[src/rtl/sc_rx_pkg.sv]
package sc_rx_pkg;

  typedef enum logic [2:0] {
    ST_IDLE  = 3'd0,
    ST_START = 3'd1,
    ST_DATA  = 3'd2,
    ST_PAR   = 3'd3,
    ST_STOP  = 3'd4
  } rx_state_e;

  // Odd parity: failure when the data bits plus the parity bit hold an even count of ones.
  function automatic logic parity_fails(input logic [7:0] data, input logic par);
    return ~(^{data, par});
  endfunction

endpackage

[src/rtl/sc_rx_sync.sv]
module sc_rx_sync #(
  parameter int STAGES = 2
) (
  input  logic clk,
  input  logic rst_n,
  input  logic d_i,
  output logic q_o
);
  logic [STAGES-1:0] sh_q;
  logic [STAGES-1:0] sh_d;

  generate
    if (STAGES == 1) begin : g_single
      always_comb sh_d = d_i;
    end else begin : g_chain
      always_comb sh_d = {sh_q[STAGES-2:0], d_i};
    end
  endgenerate

  // Idle level of the pulled-up wire is high.
  always_ff @(posedge clk or negedge rst_n) begin
    if (!rst_n) sh_q <= '1;
    else        sh_q <= sh_d;
  end

  assign q_o = sh_q[STAGES-1];
endmodule

[src/rtl/sc_rx_frame.sv]
module sc_rx_frame
  import sc_rx_pkg::*;
#(
  parameter int OVERSAMPLE = 16,
  parameter int DATA_BITS  = 8
) (
  input  logic                 clk,
  input  logic                 rst_n,
  input  logic                 tick_i,
  input  logic                 line_s_i,
  input  logic                 hold_i,
  output logic                 load_o,
  output logic [DATA_BITS-1:0] data_o,
  output logic                 par_o
);
  localparam int CW = $clog2(OVERSAMPLE);
  localparam int BW = $clog2(DATA_BITS);
  localparam logic [CW-1:0] MID_CNT  = CW'(OVERSAMPLE / 2 - 1);
  localparam logic [CW-1:0] LAST_CNT = CW'(OVERSAMPLE - 1);
  localparam logic [BW-1:0] LAST_BIT = BW'(DATA_BITS - 1);

  rx_state_e            st_q, st_d;
  logic [CW-1:0]        cnt_q, cnt_d;
  logic [BW-1:0]        bit_q, bit_d;
  logic [DATA_BITS-1:0] sh_q, sh_d;
  logic                 par_q, par_d;
  logic                 bit_end;

  assign bit_end = tick_i && (cnt_q == LAST_CNT);

  always_comb begin
    st_d   = st_q;
    cnt_d  = cnt_q;
    bit_d  = bit_q;
    sh_d   = sh_q;
    par_d  = par_q;
    load_o = 1'b0;
    case (st_q)
      ST_IDLE: begin
        if (tick_i && !hold_i && !line_s_i) begin
          st_d  = ST_START;
          cnt_d = '0;
        end
      end
      ST_START: begin
        if (tick_i) begin
          if (cnt_q == MID_CNT) begin
            cnt_d = '0;
            bit_d = '0;
            st_d  = line_s_i ? ST_IDLE : ST_DATA;
          end else begin
            cnt_d = cnt_q + 1'b1;
          end
        end
      end
      ST_DATA: begin
        if (bit_end) begin
          cnt_d = '0;
          sh_d  = {line_s_i, sh_q[DATA_BITS-1:1]};
          if (bit_q == LAST_BIT) st_d = ST_PAR;
          else                   bit_d = bit_q + 1'b1;
        end else if (tick_i) begin
          cnt_d = cnt_q + 1'b1;
        end
      end
      ST_PAR: begin
        if (bit_end) begin
          cnt_d = '0;
          par_d = line_s_i;
          st_d  = ST_STOP;
        end else if (tick_i) begin
          cnt_d = cnt_q + 1'b1;
        end
      end
      ST_STOP: begin
        if (bit_end) begin
          load_o = 1'b1;
          st_d   = ST_IDLE;
        end else if (tick_i) begin
          cnt_d = cnt_q + 1'b1;
        end
      end
      default: st_d = ST_IDLE;
    endcase
  end

  always_ff @(posedge clk or negedge rst_n) begin
    if (!rst_n) begin
      st_q  <= ST_IDLE;
      cnt_q <= '0;
      bit_q <= '0;
      sh_q  <= '0;
      par_q <= 1'b0;
    end else begin
      st_q  <= st_d;
      cnt_q <= cnt_d;
      bit_q <= bit_d;
      sh_q  <= sh_d;
      par_q <= par_d;
    end
  end

  assign data_o = sh_q;
  assign par_o  = par_q;

  // an idle receiver stays idle while the error signal holds the wire.
  p_hold_blocks_start_r9: assert property (@(posedge clk) disable iff (!rst_n)
    (st_q == ST_IDLE && hold_i) |=> (st_q == ST_IDLE));

  // a start bit found high at mid-bit returns the receiver to idle.
  p_glitch_drop_r3: assert property (@(posedge clk) disable iff (!rst_n)
    (st_q == ST_START && tick_i && cnt_q == MID_CNT && line_s_i) |=> (st_q == ST_IDLE));
endmodule

[src/rtl/sc_rx_buf.sv]
module sc_rx_buf
  import sc_rx_pkg::*;
#(
  parameter int DATA_BITS = 8
) (
  input  logic                 clk,
  input  logic                 rst_n,
  input  logic                 load_i,
  input  logic [DATA_BITS-1:0] data_i,
  input  logic                 par_i,
  input  logic                 err_en_i,
  input  logic                 rd_i,
  output logic [DATA_BITS-1:0] data_o,
  output logic                 par_err_o,
  output logic                 done_o,
  output logic                 drv_low_o
);
  logic [DATA_BITS-1:0] data_q, data_d;
  logic                 perr_q, perr_d;
  logic                 done_q, done_d;
  logic                 drv_q, drv_d;
  logic                 bad;

  assign bad = parity_fails(data_i, par_i);

  // A load in the same cycle as a read takes priority.
  always_comb begin
    data_d = data_q;
    perr_d = perr_q;
    done_d = done_q;
    drv_d  = drv_q;
    if (rd_i) begin
      perr_d = 1'b0;
      done_d = 1'b0;
      drv_d  = 1'b0;
    end
    if (load_i) begin
      data_d = data_i;
      perr_d = bad;
      done_d = 1'b1;
      if (bad && err_en_i) drv_d = 1'b1;
    end
  end

  always_ff @(posedge clk or negedge rst_n) begin
    if (!rst_n) begin
      data_q <= '0;
      perr_q <= 1'b0;
      done_q <= 1'b0;
      drv_q  <= 1'b0;
    end else begin
      data_q <= data_d;
      perr_q <= perr_d;
      done_q <= done_d;
      drv_q  <= drv_d;
    end
  end

  assign data_o    = data_q;
  assign par_err_o = perr_q;
  assign done_o    = done_q;
  assign drv_low_o = drv_q;

  p_load_sets_done_r5: assert property (@(posedge clk) disable iff (!rst_n)
    load_i |=> done_o);

  p_drv_with_flag_r6: assert property (@(posedge clk) disable iff (!rst_n)
    drv_low_o |-> par_err_o);

  p_drv_needs_enable_r7: assert property (@(posedge clk) disable iff (!rst_n)
    $rose(drv_low_o) |-> $past(err_en_i));

  p_read_clears_r8: assert property (@(posedge clk) disable iff (!rst_n)
    (rd_i && !load_i) |=> (!done_o && !par_err_o && !drv_low_o));
endmodule

[src/rtl/sc_rx_errsig.sv]
module sc_rx_errsig #(
  parameter int OVERSAMPLE  = 16,
  parameter int DATA_BITS   = 8,
  parameter int SYNC_STAGES = 2
) (
  input  logic                 clk,
  input  logic                 rst_n,
  input  logic                 tick_i,
  input  logic                 line_i,
  input  logic                 err_en_i,
  input  logic                 rd_i,
  output logic [DATA_BITS-1:0] rd_data_o,
  output logic                 par_err_o,
  output logic                 rx_done_o,
  output logic                 line_drv_low_o
);
  logic                 line_s;
  logic                 load;
  logic [DATA_BITS-1:0] shift_data;
  logic                 shift_par;
  logic                 drv_low;

  sc_rx_sync #(.STAGES(SYNC_STAGES)) u_sync (
    .clk (clk), .rst_n (rst_n), .d_i (line_i), .q_o (line_s)
  );

  sc_rx_frame #(.OVERSAMPLE(OVERSAMPLE), .DATA_BITS(DATA_BITS)) u_frame (
    .clk (clk), .rst_n (rst_n), .tick_i (tick_i), .line_s_i (line_s),
    .hold_i (drv_low), .load_o (load), .data_o (shift_data), .par_o (shift_par)
  );

  sc_rx_buf #(.DATA_BITS(DATA_BITS)) u_buf (
    .clk (clk), .rst_n (rst_n), .load_i (load), .data_i (shift_data),
    .par_i (shift_par), .err_en_i (err_en_i), .rd_i (rd_i),
    .data_o (rd_data_o), .par_err_o (par_err_o), .done_o (rx_done_o),
    .drv_low_o (drv_low)
  );

  assign line_drv_low_o = drv_low;

  // nothing is driven on the wire in the first cycle after reset.
  p_reset_release_r10: assert property (@(posedge clk) disable iff (!rst_n)
    $rose(rst_n) |-> !line_drv_low_o);
endmodule

[config.mk]
export PLATFORM = sky130hd
export DESIGN_NAME = sc_rx_errsig
export DESIGN_NICKNAME = d
export VERILOG_FILES = /design/src/rtl/sc_rx_pkg.sv /design/src/rtl/sc_rx_sync.sv /design/src/rtl/sc_rx_frame.sv /design/src/rtl/sc_rx_buf.sv /design/src/rtl/sc_rx_errsig.sv
export SDC_FILE = /design/constraint.sdc
export NUM_CORES = 1
export LEC_CHECK = 0
export BUFFER_PORTS_ARGS = -buffer_cell sky130_fd_sc_hd__buf_2
export CAP_MARGIN = 25
export CORE_ASPECT_RATIO = 0.5
export CORE_MARGIN = 3
export CORE_UTILIZATION = 35
export DETAILED_ROUTE_END_ITERATION = 16
export HOLD_SLACK_MARGIN = 0.03
export PLACE_DENSITY = 0.64
export SYNTH_ARGS = -nofsm -noshare
export SYNTH_HDL_FRONTEND = slang
export SYNTH_HIERARCHICAL = 1
export SYNTH_SLANG_ARGS = --single-unit
export TNS_END_PERCENT = 5
[constraint.sdc]
create_clock -name clk -period 2.36 [get_ports clk]
set_input_delay 0.472 -clock clk [delete_from_list [all_inputs] [get_ports clk]]
set_output_delay 0.472 -clock clk [all_outputs]
set_load 0.01 [all_outputs]
# Word-level counts from Yosys, hierarchy flattened
# Cells that the tools add are included.
# word_totals
regBits	32
input_bits	6
output_inout_bits	11
wordCells	75
# classes
n_addsub	2
eq_ne	16
n_bitwise	1
n_mux	29
n_reduce_logical	17
# op_table
operator	count
3-bit two-way mux	11
4-bit two-way mux	6
4-bit case mux with 4 select lines	1
3-bit case mux with 5 select lines	1
2-bit by 1-bit inequality test with 1-bit output (second input constant)	6
9-bit XOR reduction	1
1-bit two-way mux	8
7-bit AND reduction	1
3-bit by 2-bit == test with 1-bit output (second input constant)	2
3-bit == test (second input constant)	2
2-bit inequality test (second input constant)	3
3-bit case mux with 2 select lines	1
5-bit AND reduction	1
4-bit by 1-bit adder with 4-bit output (second input constant)	1
4-bit by 3-bit == test with 1-bit output (second input constant)	1
4-bit == test (second input constant)	1
1-bit logical AND	4
2-bit AND reduction	2
4-bit AND reduction	1
2-bit nonzero test	2
4-bit nonzero test	1
3-bit by 1-bit adder with 3-bit output (second input constant)	1
3-bit by 1-bit == test with 1-bit output (second input constant)	1
3-bit logical NOT	1
4 further kinds	5

# Longest topological paths before layout
# logic_depth
ltp_word	5
mapped_depth	8
ltp_nobuf	7

# Hierarchy
# Netlist, hierarchy kept.
# modules_own_cells
mod	instances	seq_area_each_um2	cells_per_inst	area_per_inst_um2
sc_rx_frame	1	475.5	105	1101.1
sc_rx_buf	1	275.3	34	490.5
sc_rx_sync	1	52.6	2	52.6

# Worst setup path after synthesis
# OpenSTA, ideal clock, no wires.
# synth_timing
kind	reg2reg
from	reg u_frame.bit_q[0]
to	reg u_frame.bit_q[0]
t_arrival_ns	1.586
t_required_ns	2.242
setup_ns	0.118
stages_incl_launch_ff	8
n_path_buf	1
slack_ns	0.656
period_less_slack_ns	1.704
path_cell_list	dfrtp_1 > ha_1 > ha_1 > nor3b_2 > mux2i_1 > or3_1 > buf_2 > a21o_1
# synth_between
elab_chain_len	4
word_cells_on_any_way	7
classes_between	add/sub (1); eq/ne (2); mux (3); reduce/logical (1)
# synth_lines
item	line	source
start, declared	sc_rx_frame.sv:24	logic [BW-1:0] bit_q, bit_d;
start signal, assigned	sc_rx_frame.sv:97	bit_q <= bit_d;
3-bit by 1-bit adder with 3-bit output	sc_rx_frame.sv:61	else bit_d = bit_q + 1'b1;
3-bit two-way mux	sc_rx_frame.sv:60	if (bit_q == LAST_BIT) st_d = ST_PAR;
3-bit two-way mux	sc_rx_frame.sv:57	if (bit_end) begin
3-bit case mux with 2 select lines	sc_rx_frame.sv:38	case (st_q)
# Parallel ways exist; a longest one is shown, timed or not. The select of a mux whose other input is x is not followed.
# A chain may end at the register's enable or synchronous reset.

# Worst setup path in the final report
# layout_timing
from	reg u_frame.st_q[2]
to	reg u_buf.data_q[0] (netlist: u_buf/data_o[0])
# layout_between
elab_chain_len	2
# layout_lines
item	line	source
start, declared	sc_rx_frame.sv:22	rx_state_e st_q, st_d;
start signal, assigned	sc_rx_frame.sv:95	st_q <= st_d;
3-bit == test	sc_rx_frame.sv:38	
1-bit two-way mux	sc_rx_frame.sv:38	
via load	sc_rx_errsig.sv:18	logic load;
end signal, assigned	sc_rx_buf.sv:52	data_q <= data_d;
end, declared	sc_rx_buf.sv:18	logic [DATA_BITS-1:0] data_q, data_d;
# The timed path passes the listed nets, and every way through them passes these cells.

==> out/qor.yml <==
die:
  die_w_um: 103
  io_pins: 17
  die_h_um: 54.5
  placementRows: 16
  core_um2: 4200
  initial_utilization_pct: 39.1
  die_area_um2: 5610
layout:
  most-common-layout-cells: "dfrtp_1 (30), mux2_2 (17), buf_2 (16), nand2_1 (14), clkbuf_8 (5)"
  fin_area_um2: 1870
  nets: 167
  antennaDiodeCount: 0
  drive_gt1_share_pct: 35.2
  fin_util_pct: 44.4
  final_common_cell: "dfrtp_1"
  syn_to_final_growth_pct: 13.5
place:
  hpwl_mm: 2.03
  io_buffer_count: 16
  place_ws_ns: 0.538
  postPlaceCellArea_um2: 1760
  gp_congestion: 0.770
worst_setup_path:
  cp_num_buf_inv: 1
  cp.depth: 4
  cp.arrival_ns: 2.03
  reg2reg_to: "u_buf/data_o[0]"
  crit_slowest_cell: "dfrtp_1"
  crit_family: "flip-flops"
  cp-end-kind: "register"
  ff2ff_setup_slack_ns: 0.51
  path_max_fanout: 16
  reg2reg_from: "u_frame/st_q[2]"
  r2r_cells: 4
  critical_path.endpoint: "u_buf/data_o[0]"
  crit_chain: "nor3b_2 -> nor2b_1 -> buf_4 -> mux2_2"
  cp-start-kind: "register"
  setup.worst_path.class: "register to register"
  cpPeakStageDelay_ns: 0.64
  startpoint: "u_frame/st_q[2]"
  cp.required_ns: 2.53
global_routing:
  grt_pass1_vias: 1128
  antenna_found_initial: 0
  grt_usage_pct: 12.3
  grt_pass1_wl_mm: 5.06
  grt.overflow.total: 0
  grt_start_max_net_pins: 33
yosys:
  netlist_area_um2: 1640
  synthMuxAreaShare_pct: 12.9
  synthSimpleGateAreaFrac_pct: 16.5
  synth_area_leaders: "dfrtp_1 (46%), mux2_2 (12%), dfstp_2 (3.2%), nand2_1 (3.2%), ha_1 (2.3%)"
  synth.distinct_cells: 49
  synth_cells: 141
  synth-seq-cells: 32
  yosysTopAreaCell: "dfrtp_1"
  synth_xor_area_share_pct: 5.02
  async_reset_ff_share_pct: 100
  yosysSeqAreaShare_pct: 48.9
  ys_warn_count: 6
  synth_fa_ha_area_share_pct: 2.28
  synth_ff_type: "dfrtp_1"
  syn_nets: 150
  synth_top_area_share_pct: 45.7
  avgSynthCellArea_um2: 11.7
  synth_compound_area_share_pct: 11.1
  synth_top_family_by_area: "simple AND/OR/NAND/NOR gates"
  synth_edf_count: 0
route:
  antenna_left: 0
  avgRoutedWirePerCell_um: 13.7
  via_per_inst: 5.19
  totalWireLength_mm: 2.91
  drtPass1Iterations: 4
  vias: 1105
  drt-initial-drc-count: 20
  remaining_drc_errors: 0
clock_network:
  tritoncts: "built"
  path_clk_slew_ns: 0.07
  cts_setup_buffers: 0
  cts_buffer_depth: 2
  clock-sinks: 32
  insertion_delay_ns: 0.29
  cts_hold_buf: 0
  h-tree-depth: 2
  cts_buffers: 5
  clockRootBuffer: "clkbuf_8"
  ctsResizeCount: 0
power_and_ir_drop:
  vdd_drop_max_mv: 0.259
  leakagePower_nw: 0.916
  power_density_nw_per_um2: 740
sta:
  tightest_slew_ns: 0.690
  maxSlewHeadroom_pct: 54.0
  max_freq_ghz: 0.540
  min_period_ns: 1.85
  final-setup-viol-count: 0
  rsz0062_at_grt: "false"
  period_share_pct: 78.5
  finalSetupTns_ns: 0
  finalClockSkew_ns: 0.00125
  maxSlewViolCount: 0
  timing.final.ws_setup_ns: 0.507
  final-hold-violation-count: 0
job:
  drv_cap: 0
min_path:
  hp-class: "input port to async pin"
status:
  status: "finished, final reports clean"
[worst min-delay path by stage]
| stage | depth (start not counted) | start | slack (ns) | endpoint |
|---|---|---|---|---|
| after floorplan | 0 | rst_n | 0.18 | u_buf/data_o[0] |
| after global placement | 0 | u_sync/sh_q[0] | 0.35 | u_sync/sh_q[1] |
| after detailed placement | 0 | u_sync/sh_q[0] | 0.35 | u_sync/sh_q[1] |
| after CTS | 1 | rst_n | 0.25 | u_buf/data_o[4] |
| after global routing | 1 | line_i | 0.26 | u_sync/sh_q[0] |
| final | 1 | rst_n | 0.22 | u_buf/data_o[5] |
[through the flow]
step	std cells	total power, mW	hold slack, ns
global placement	205	0.860	0.347
finish	213	1.38	0.221
CTS	213	1.40	0.255
floorplan	141	0.820	0.176
global route	213	1.47	0.263
detailed placement	205	0.871	0.348
[synth_stat cells (2+ instances only)]
cell	number
inv_1	3
a21o_1	4
dfrtp_1	30
nor2_1	4
buf_2	5
o2bb2ai_1	2
dfstp_2	2
nand3b_1	2
o21ai_0	3
xnor2_1	4
nor3b_2	2
nand3_1	4
nor2b_1	2
nor3_1	2
mux2i_1	2
ha_1	3
nand2b_1	3
mux2_2	17
o21ai_1	3
nand2_1	14
a21oi_1	2
[power by group]
group          internal, mW  switching (mW)  leakage, nW
Sequential            0.599          0.0681        0.428
Clock                 0.312           0.213       0.0541
Combinational         0.105          0.0853        0.434
[cell type report]
| class | instances | area [um^2] |
|---|---|---|
| clock buffers | 5 | 68.8 |
| inverters | 3 | 11.3 |
| fillers | 390 | 2340 |
| clock inverters | 3 | 42.5 |
| repair buffers | 17 | 87.6 |
| flip-flops and latches | 32 | 803 |
| well taps | 54 | 67.6 |
| multi-input cells | 99 | 786 |
[registers in the layout, indices dropped and copies added (netlist names)]
signal / count
u_buf/done_o: 1
u_frame/cnt_q: 4
u_buf/par_err_o: 1
u_buf/drv_low_o: 1
u_sync/sh_q: 2
u_buf/data_o: 8
u_frame/data_o: 8
u_frame/par_o: 1
u_frame/st_q: 3
u_frame/bit_q: 3
[cell families (layout without fill, tap and decap cells)]
family	after synthesis	after routing
buf+inv	10	28
simple gates	45	45
mux	19	19
fa+ha+maj	3	3
compound gates	25	25
xor+xnor	7	7
flops	32	32
[routing by layer]
layer / vias to the layer above / global-route usage (%) / wire length [um]
met5: - / 0 / 0
met4: 0 / 6.45 / 12
met3: 2 / 4.71 / 87
met2: 14 / 19.5 / 1370
met1: 547 / 14.6 / 1440
li1: 542 / - / -
Note: power is estimated with default switching activity, not from simulation.
